==> config.mk <==
export PLATFORM = sky130hd
export DESIGN_NAME = w12_decoder
export DESIGN_NICKNAME = d
export VERILOG_FILES = /design/src/rtl/w12_dec_pkg.sv /design/src/rtl/w12_first_dec.sv /design/src/rtl/w12_second_merge.sv /design/src/rtl/w12_decoder.sv
export SDC_FILE = /design/constraint.sdc
export NUM_CORES = 1
export LEC_CHECK = 0
export CORE_AREA = 2 2 95 97
export DETAILED_ROUTE_END_ITERATION = 12
export DIE_AREA = 0 0 97 99
export DONT_BUFFER_PORTS = 1
export SYNTH_ARGS = -nofsm -noshare
export SYNTH_HDL_FRONTEND = slang
export SYNTH_HIERARCHICAL = 1
export SYNTH_SLANG_ARGS = --single-unit
==> constraint.sdc <==
create_clock -name clk -period 2.5 [get_ports clk]
set_input_delay 0.75 -clock clk [delete_from_list [all_inputs] [get_ports clk]]
set_output_delay 0.75 -clock clk [all_outputs]
set_load 0.01 [all_outputs]
==> src/rtl/w12_dec_pkg.sv <==
package w12_dec_pkg;

  localparam int WORD_W    = 12;
  localparam int OP_W      = 5;
  localparam int GRP_W     = 4;

  // operation codes
  localparam logic [OP_W-1:0] OP_STOP      = 5'd0;
  localparam logic [OP_W-1:0] OP_TW_BASE   = 5'd1;
  localparam logic [OP_W-1:0] OP_TWIO      = 5'd10;
  localparam logic [OP_W-1:0] OP_LIT_BASE  = 5'd11;
  localparam logic [OP_W-1:0] OP_MREF_BASE = 5'd15;
  localparam logic [OP_W-1:0] OP_REGOP     = 5'd25;
  localparam logic [OP_W-1:0] OP_FLAGOP    = 5'd26;
  localparam logic [OP_W-1:0] OP_IOGRP     = 5'd27;
  localparam logic [OP_W-1:0] OP_UNDEF     = 5'd31;

  // register selector codes
  localparam logic [1:0] RS_NONE = 2'd0;
  localparam logic [1:0] RS_J    = 2'd1;
  localparam logic [1:0] RS_K    = 2'd2;

  // group codes taken from bits 11:8
  localparam logic [GRP_W-1:0] GRP_REGOP = 4'h2;
  localparam logic [GRP_W-1:0] GRP_FLAG  = 4'h3;
  localparam logic [GRP_W-1:0] GRP_LIT   = 4'h4;
  localparam logic [GRP_W-1:0] GRP_IO    = 4'hF;
  localparam int MREF_FIRST = 5;

  // two-word layout
  localparam int TW_BIAS  = 5;
  localparam int TW_SLOTS = 9;
  localparam logic [WORD_W-1:0] TWIO_WORD = 12'o0740;
  localparam int IO2_BASE  = 64;
  localparam int IO2_SLOTS = 48;
  localparam logic [IO2_SLOTS-1:0] IO2_MASK = 48'h1616_0116_0116;

  typedef struct packed {
    logic [OP_W-1:0]   op;
    logic [1:0]        rsel;
    logic              fld_en;
    logic [1:0]        fld;
    logic              ind;
    logic              neg;
    logic [WORD_W-1:0] val;
    logic              two;
    logic              undef;
  } dec_rec_t;

  function automatic logic is_stop(input logic [WORD_W-1:0] w);
    return w[WORD_W-1:6] == '0;
  endfunction

  function automatic logic is_two_word(input logic [WORD_W-1:0] w);
    return !is_stop(w) && (w[WORD_W-1:9] == '0);
  endfunction

  function automatic logic [3:0] tw_slot(input logic [WORD_W-1:0] w);
    return w[8:5];
  endfunction

  function automatic logic tw_slot_ok(input logic [3:0] s);
    return (s >= 4'(TW_BIAS)) && (s < 4'(TW_BIAS + TW_SLOTS));
  endfunction

  function automatic logic tw_carries_reg(input logic [3:0] idx);
    case (idx)
      4'd0, 4'd3, 4'd4, 4'd5, 4'd6: return 1'b1;
      default:                      return 1'b0;
    endcase
  endfunction

  function automatic logic io2_defined(input logic [WORD_W-1:0] s);
    logic [WORD_W-1:0] idx;
    logic [63:0]       m;
    idx = s - 12'(IO2_BASE);
    m   = 64'(IO2_MASK);
    return (s >= 12'(IO2_BASE)) && (idx < 12'(IO2_SLOTS)) && m[idx[5:0]];
  endfunction

endpackage

==> src/rtl/w12_first_dec.sv <==
module w12_first_dec
  import w12_dec_pkg::*;
(
  input  logic [WORD_W-1:0] word,
  output dec_rec_t          rec,
  output logic              need_second
);

  logic [GRP_W-1:0] grp;
  assign grp = word[WORD_W-1:WORD_W-GRP_W];

  always_comb begin
    rec         = '0;
    need_second = 1'b0;
    if (is_stop(word)) begin
      rec.op = OP_STOP;
    end else begin
      unique case (grp)
        4'h0, 4'h1: need_second = 1'b1;
        GRP_REGOP, GRP_FLAG: begin
          rec.op   = (grp == GRP_REGOP) ? OP_REGOP : OP_FLAGOP;
          rec.rsel = word[7:6];
          rec.val  = {6'd0, word[5:0]};
        end
        GRP_LIT: begin
          rec.op  = OP_LIT_BASE + {3'd0, word[7:6]};
          rec.val = {6'd0, word[5:0]};
        end
        GRP_IO: begin
          rec.op  = OP_IOGRP;
          rec.val = {4'd0, word[7:0]};
        end
        default: begin
          rec.op  = OP_MREF_BASE + {1'b0, grp - 4'(MREF_FIRST)};
          rec.val = {6'd0, word[5:0]};
          rec.neg = word[6];
          rec.ind = word[7];
        end
      endcase
    end
  end

endmodule

==> src/rtl/w12_second_merge.sv <==
module w12_second_merge
  import w12_dec_pkg::*;
(
  input  logic [WORD_W-1:0] first,
  input  logic [WORD_W-1:0] second,
  output dec_rec_t          rec
);

  logic [3:0] slot;
  logic [3:0] idx;
  assign slot = tw_slot(first);
  assign idx  = slot - 4'(TW_BIAS);

  always_comb begin
    rec     = '0;
    rec.two = 1'b1;
    rec.val = second;
    if (first == TWIO_WORD) begin
      if (io2_defined(second)) begin
        rec.op = OP_TWIO;
      end else begin
        rec.op    = OP_UNDEF;
        rec.undef = 1'b1;
      end
    end else if (tw_slot_ok(slot)) begin
      rec.op     = OP_TW_BASE + {1'b0, idx};
      rec.fld_en = first[2];
      rec.fld    = first[1:0];
      rec.ind    = first[4];
      rec.rsel   = tw_carries_reg(idx) ? (first[3] ? RS_K : RS_J) : RS_NONE;
    end else begin
      rec.op    = OP_UNDEF;
      rec.undef = 1'b1;
    end
  end

endmodule

==> src/rtl/w12_decoder.sv <==
module w12_decoder
  import w12_dec_pkg::*;
(
  input  logic              clk,
  input  logic              rst,
  input  logic              in_valid,
  input  logic [WORD_W-1:0] in_word,
  output logic              in_ready,
  output logic              out_valid,
  input  logic              out_ready,
  output logic [OP_W-1:0]   out_op,
  output logic [1:0]        out_rsel,
  output logic              out_fld_en,
  output logic [1:0]        out_fld,
  output logic              out_ind,
  output logic              out_neg,
  output logic [WORD_W-1:0] out_val,
  output logic              out_two,
  output logic              out_undef
);

  dec_rec_t          rec_one;
  dec_rec_t          rec_two;
  dec_rec_t          rec_q;
  logic              need_second;
  logic              awaiting_second;
  logic [WORD_W-1:0] held_first;
  logic              vld_q;

  // named events for the checker
  logic in_fire;
  logic out_fire;
  logic take_first;
  logic take_second;

  assign in_ready    = !vld_q || out_ready;
  assign in_fire     = in_valid && in_ready;
  assign out_fire    = vld_q && out_ready;
  assign take_first  = in_fire && !awaiting_second;
  assign take_second = in_fire && awaiting_second;

  w12_first_dec u_first (
    .word        (in_word),
    .rec         (rec_one),
    .need_second (need_second)
  );

  w12_second_merge u_merge (
    .first  (held_first),
    .second (in_word),
    .rec    (rec_two)
  );

  always_ff @(posedge clk) begin
    if (rst) begin
      vld_q           <= 1'b0;
      awaiting_second <= 1'b0;
      held_first      <= '0;
      rec_q           <= '0;
    end else begin
      if (out_fire) vld_q <= 1'b0;
      if (take_first && need_second) begin
        awaiting_second <= 1'b1;
        held_first      <= in_word;
      end
      if (take_first && !need_second) begin
        rec_q <= rec_one;
        vld_q <= 1'b1;
      end
      if (take_second) begin
        rec_q           <= rec_two;
        vld_q           <= 1'b1;
        awaiting_second <= 1'b0;
      end
    end
  end

  assign out_valid  = vld_q;
  assign out_op     = rec_q.op;
  assign out_rsel   = rec_q.rsel;
  assign out_fld_en = rec_q.fld_en;
  assign out_fld    = rec_q.fld;
  assign out_ind    = rec_q.ind;
  assign out_neg    = rec_q.neg;
  assign out_val    = rec_q.val;
  assign out_two    = rec_q.two;
  assign out_undef  = rec_q.undef;

endmodule

==> implementation parameters, run 1 <==
Parameter                              Value

Run status
  Result of the run    completed

Synth
  Sequential cell area fraction in the yosys report    27.1%
  Gate count of the mapped netlist    333
  Ys Warns    6
  Unique masters post-synth    between 50 and 60
  Share of async-settable or async-resettable flops after synthesis    0%
  Post-Synthesis Mean Instance Area    8.87 um^2
  Cell area after technology mapping    0.00295 mm^2
  Number of enable flip-flop cells after synthesis    0
  Register bit count reported by yosys    40
  Dominant synthesized flop cell    sky130_fd_sc_hd__dfxtp_1

STA
  Final count of pins violating max slew    0
  Worst setup slack after layout    0.303 ns
  Final worst clock skew    0.00397 ns
  Period utilisation layout    between 80 and 90%
  RSZ-0062 raised after global routing    no
  Final setup fails    0
  Setup TNS Final    0 ns
  Achievable Freq    455 MHz
  Transition time of the tightest slew-check pin    0.641 ns
  Hold Vio Cnt, Final    0
  Worst-case headroom to the max-slew limit    56.9%
  Crit path time final    2.20 ns

Drt
  Vias per std cell    between 5 and 6
  Detail-routed net length per standard cell    17.0 um
  Residual DRC count    0
  Detailed-routing iteration count for the pre-antenna-repair pass    6
  Post-detailed-route count of antenna-violating nets    0
  Via count    2262
  Post-detailed-routing wire length    7110 um
  Iteration-0 DRC Markers    roughly 120

Setup path
  Start point of the critical path    in_word[9]
  Reg-to-Reg Start    held_first[5]
  Data required time at the worst endpoint    2.73 ns
  Crit path DAT    2.43 ns
  Kind of critical path    input pin to flip-flop
  CP startpoint kind    input pin
  Crit end category    flip-flop
  Maximum fanout count along the critical path    18
  Worst reg2reg path depth    8

Power and ir drop
  Power consumption    approximately 1.4 mW
  Max IR drop VDD    approximately 0.26 mV
  Power Density    462 mW/mm^2
  Static leakage    0.996 nW

GRT
  Final global-route overflow total    0
  Pin count of the biggest net entering global routing    31
  Wire length of the first global-routing pass    11500 um
  Number of global-route vias before repair    2160
  GRT Resource Usage Total    between 10% and 20%
  Initial antenna violation count    0

Floorplanning
  Starting density of the core    34.5%
  Num rows    34
  Die Footprint    0.00960 mm^2
  Die Y-Extent    roughly 99 um
  Die X-Extent    about 97 um
  Core Box Area    0.00855 mm^2
  Number of placed I/O pins    44

Hold path
  Hold Crit Depth    2
  Startpoint of the tightest hold check path    held_first[10]
  Hold WC Path Type    flip-flop to flip-flop

Layout
  Layout overhead on the synthesized area    0.212%
  Share of cells above drive strength 1    12.5%
  Total number of nets in the final design    around 340
  Diodes inserted    0
  Final Util    34.6%

Clock network
  Clock Sinks    40
  Clock Tree Root    sky130_fd_sc_hd__clkbuf_8
  Maximum count of clock buffers along a single path    2
  Clock latency at the later pin of the worst-skew pair    0.29 ns
  Level count of the clock H-tree    2
  Total setup buffers inserted after CTS    0
  CTS hold repair buffers    0
  Clock-pin slew of the registers on the worst-case setup and hold paths    0.08 ns
  Cts bufs inserted    5
  TritonCTS clock tree    done
  CTS resizes    0

Placed design
  Gp weighted congestion    just under 0.8
  Number of buffer cells added on primary ports    0
  Estimated wirelength of the detail-placed design    5180 um
  Worst setup slack after placement    -0.00306 ns

Flow run
  Max Cap Viol    0
[flip-flops by register name, indices dropped and copies added (netlist names), 2 cells and up]
register / flops
out_rsel: 2
held_first: 12
out_op: 5
out_fld: 2
out_val: 12
[placed cells by master, fill, tap and decap left out, types with 3 or more instances in the layout]
master,count
sky130_fd_sc_hd__a21oi_1,19
sky130_fd_sc_hd__a21oi_2,3
sky130_fd_sc_hd__a31oi_1,3
sky130_fd_sc_hd__a32o_1,26
sky130_fd_sc_hd__buf_4,10
sky130_fd_sc_hd__clkbuf_8,5
sky130_fd_sc_hd__conb_1,11
sky130_fd_sc_hd__dfxtp_1,40
sky130_fd_sc_hd__ha_1,15
sky130_fd_sc_hd__inv_1,8
sky130_fd_sc_hd__nand2_1,12
sky130_fd_sc_hd__nand2b_1,30
sky130_fd_sc_hd__nand3_1,3
sky130_fd_sc_hd__nand4_1,13
sky130_fd_sc_hd__nor2_1,17
sky130_fd_sc_hd__nor2b_1,12
sky130_fd_sc_hd__o21ai_0,4
sky130_fd_sc_hd__o21bai_1,26
sky130_fd_sc_hd__o31ai_1,12
sky130_fd_sc_hd__xor2_1,3
[Yosys cell counts, drive strengths merged (11+ instances only)]
cell | count | area (um^2)
a21oi | 22 | 121
nor2b | 13 | 88.8
buf | 37 | 295
o31ai | 12 | 90.1
dfxtp | 40 | 801
clkbuf | 12 | 56.3
nand2b | 30 | 188
nor2 | 17 | 63.8
inv | 11 | 43.8
a32o | 26 | 260
o21bai | 26 | 195
nand4 | 13 | 81.3
nand2 | 12 | 45.0
ha | 15 | 188
[cell families after synthesis]
| family | share of synthesized area (%) |
|---|---|
| adders and majority gates | 6.36 |
| AOI/OAI and AO/OA | 27.8 |
| xor gates and xnor gates | 2.58 |
| DFF | 27.1 |
| muxes | 0.720 |
| buffers and inverters | 13.4 |
| and+or+nand+nor | 21.7 |
| other | 0.381 |
[final timing paths]
kind	endpoint	slack, ns
worst min register to register	held_first[10]	0.47
worst max register to register	out_rsel[0]	0.41
worst min-delay path	held_first[10]	0.47
worst max-delay path	out_val[8]	0.30
[layer usage]
| metal | vias to the layer above | GRT usage (%) | wire (um) |
|---|---|---|---|
| met4 | 0 | 4.01 | 45 |
| met5 | - | 0 | 0 |
| li1 | 1124 | - | - |
| met2 | 58 | 22.7 | 3160 |
| met1 | 1078 | 20.3 | 3380 |
| met3 | 2 | 4.61 | 525 |
[power breakdown]
part | switching, mW | internal, mW | total [mW]
Clock | 0.231 | 0.190 | 0.421
Combinational | 0.124 | 0.116 | 0.239
Sequential | 0.0386 | 0.669 | 0.708
[critical path, stage by stage]
cell,delay [ns]
sky130_fd_sc_hd__inv_1,0.04
sky130_fd_sc_hd__ha_1,0.20
sky130_fd_sc_hd__o21a_4,0.22
sky130_fd_sc_hd__a21boi_0,0.14
sky130_fd_sc_hd__nor2b_1,0.19
sky130_fd_sc_hd__nor4_4,0.49
sky130_fd_sc_hd__buf_12,0.23
sky130_fd_sc_hd__a32o_1,0.17
[stage by stage]
stage	cell area, um^2	instances	hold slack [ns]
after floorplan	2980	341	0.448
after global placement	2880	412	0.450
after global routing	2960	419	0.498
after detailed placement	2880	412	0.461
final	2960	419	0.468
after CTS	2960	419	0.472
[cell type report]
| type | count | area [um^2] |
|---|---|---|
| clock inverter | 1 | 5.00 |
| tap | 108 | 135 |
| timing repair buffer | 12 | 115 |
| sequential | 40 | 801 |
| inverter | 11 | 43.8 |
| multi-input combinational | 241 | 1790 |
| clock buffer | 6 | 72.6 |
| fill | 873 | 5590 |
(Power assumes the default switching activity.)
==> run 2: changes to the inputs <==
Settings changed: CAP_MARGIN set to 15.
==> results of run 2 <==
The final DEF is identical to that of run 1; final timing and power are the same.
==> run 3: changes to the inputs <==
--- a/constraint.sdc
+++ b/constraint.sdc
@@ -3,2 +3,2 @@
 set_output_delay 0.75 -clock clk [all_outputs]
-set_load 0.01 [all_outputs]
+set_load 0.1 [all_outputs]
==> run 3 against run 2 <==
  * Clock power increased by 36%
  * Worst setup slack improved by 0.035 ns
  * Core utilization increased by 3.0 points
  * Clock skew increased by 0.011 ns
  * Combinational power increased by 110%
==> implementation parameters, run 3 (synthesis results as in run 1) <==
Parameter                              Value

GRT
  Final global-route overflow total    0
  Wire length of the first global-routing pass    12100 um
  Number of global-route vias before repair    2273
  Initial antenna violation count    0
  Pin count of the biggest net entering global routing    36
  GRT Resource Usage Total    between 10% and 20%

Floorplanning
  Die Footprint    0.00960 mm^2
  Num rows    34
  Number of placed I/O pins    44
  Starting density of the core    34.5%
  Die Y-Extent    99 um
  Die X-Extent    97 um
  Core Box Area    around 0.0086 mm^2

Hold path
  Hold WC Path Type    flip-flop to flip-flop
  Hold Crit Depth    2

Clock network
  Level count of the clock H-tree    2
  Clock Sinks    40
  Clock latency at the later pin of the worst-skew pair    0.30 ns
  Total setup buffers inserted after CTS    0
  CTS hold repair buffers    0
  Cts bufs inserted    5
  CTS resizes    0
  Clock-pin slew of the registers on the worst-case setup and hold paths    0.09 ns
  TritonCTS clock tree    done
  Clock Tree Root    sky130_fd_sc_hd__clkbuf_8
  Maximum count of clock buffers along a single path    2

STA
  RSZ-0062 raised after global routing    no
  Transition time of the tightest slew-check pin    0.608 ns
  Worst-case headroom to the max-slew limit    59.4%
  Setup TNS Final    0 ns
  Crit path time final    2.16 ns
  Hold Vio Cnt, Final    0
  Worst setup slack after layout    0.338 ns
  Final setup fails    0
  Achievable Freq    463 MHz
  Period utilisation layout    between 80% and 90%
  Final worst clock skew    ~0.015 ns
  Final count of pins violating max slew    0

Power and ir drop
  Max IR drop VDD    0.285 mV
  Power Density    548 mW/mm^2
  Static leakage    1.16 nW

Setup path
  Endpoint of the most critical setup path    out_rsel[0]
  Worst reg2reg path depth    8
  Maximum fanout count along the critical path    8
  Crit end category    flip-flop
  CP startpoint kind    flip-flop
  Minimum setup slack among reg-to-reg paths    0.34 ns
  Kind of critical path    flip-flop to flip-flop
  Data required time at the worst endpoint    about 2.7 ns
  Crit path DAT    2.35 ns
  Reg-to-Reg Start    held_first[5]
  Critical R2R Capture    out_rsel[0]
  Start point of the critical path    held_first[5]

Drt
  Residual DRC count    0
  Via count    2376
  Detail-routed net length per standard cell    16.6 um
  Post-detailed-routing wire length    between 7000 and 8000 um
  Iteration-0 DRC Markers    97
  Vias per std cell    5.32
  Detailed-routing iteration count for the pre-antenna-repair pass    4
  Post-detailed-route count of antenna-violating nets    0

Layout
  Layout overhead on the synthesized area    9.03%
  Most common cell after layout, fill and taps aside    sky130_fd_sc_hd__dfxtp_1
  Diodes inserted    0
  Share of cells above drive strength 1    around a fifth
  Most frequent cells in the layout    sky130_fd_sc_hd__dfxtp_1, sky130_fd_sc_hd__buf_4, sky130_fd_sc_hd__nand2b_1
  Total number of nets in the final design    roughly 370
  Final instance count without filler cells    447

Run status
  Result of the run    completed

Placed design
  Number of buffer cells added on primary ports    0
  Cell Count Post-Placement    439
  Gp weighted congestion    0.829
  Worst setup slack after placement    0.129 ns
  Estimated wirelength of the detail-placed design    between 5000 and 6000 um

Flow run
  Max Cap Viol    0
## run 3: changes by cell type in the layout (fill, tap and decap cells not counted)
cell | before | now
sky130_fd_sc_hd__clkinv_4 | 0 | 1
sky130_fd_sc_hd__bufinv_16 | 0 | 1
sky130_fd_sc_hd__clkbuf_1 | 1 | 0
sky130_fd_sc_hd__buf_12 | 2 | 3
sky130_fd_sc_hd__clkbuf_8 | 5 | 6
sky130_fd_sc_hd__buf_4 | 10 | 36
sky130_fd_sc_hd__dfxtp_1 | 40 | 39
sky130_fd_sc_hd__dfxtp_2 | 0 | 1
sky130_fd_sc_hd__clkinv_2 | 1 | 0
## run 3: how the worst min path moves through the flow
stage,start,slack [ns],end
after floorplan,held_first[10],0.45,held_first[10]
after global placement,held_first[10],0.45,held_first[10]
after detailed placement,held_first[11],0.45,held_first[11]
after CTS,held_first[11],0.47,held_first[11]
after global routing,rst,0.49,out_valid
final,held_first[11],0.47,held_first[11]
## run 3: cell type report
cell class | count | area, um^2
repair buffers | 39 | 330
multi-input cells | 241 | 1790
inverters | 11 | 43.8
flip-flops and latches | 40 | 802
clock inverters | 2 | 38.8
clock buffers | 6 | 82.6
well taps | 108 | 135
fillers | 867 | 5330
## run 3: critical path, cell delays in order, from the launching register on
cell and delay, ns:
sky130_fd_sc_hd__dfxtp_1 0.55, sky130_fd_sc_hd__inv_2 0.11, sky130_fd_sc_hd__ha_1 0.24, sky130_fd_sc_hd__xnor2_1 0.18, sky130_fd_sc_hd__or2_1 0.27, sky130_fd_sc_hd__a21oi_2 0.20
sky130_fd_sc_hd__nor4_2 0.06, sky130_fd_sc_hd__nand2b_1 0.15, sky130_fd_sc_hd__a32o_1 0.27
## run 3: routing by layer
| layer | share of wire [%] | routed length, um | global-route usage, % | vias up |
|---|---|---|---|---|
| li1 | - | - | - | 1180 |
| met1 | 49 | 3620 | 21.9 | 1124 |
| met2 | 45 | 3310 | 24.5 | 64 |
| met3 | 5.2 | 387 | 2.62 | 8 |
| met4 | 1.2 | 91 | 4.12 | 0 |
| met5 | 0 | 0 | 0 | - |
## run 3: per-stage QoR
step           hold WS (ns)  total power, mW  area, um^2  util (%)
5_1_grt               0.489             1.83        3220      37.7
4_1_cts               0.466             1.77        3220      37.7
2_1_floorplan         0.448             1.15        2990         -
3_3_place_gp          0.448             1.20        3100      36.2
6_report              0.468             1.76        3220      37.7
3_5_place_dp          0.454             1.21        3100      36.2
## run 3: report_power, final
group          internal [mW]  total (mW)  leakage, nW  switching (mW)
sequential             0.669       0.691        0.327          0.0217
clock                  0.327       0.574       0.0614           0.247
combinational          0.152       0.498        0.775           0.345
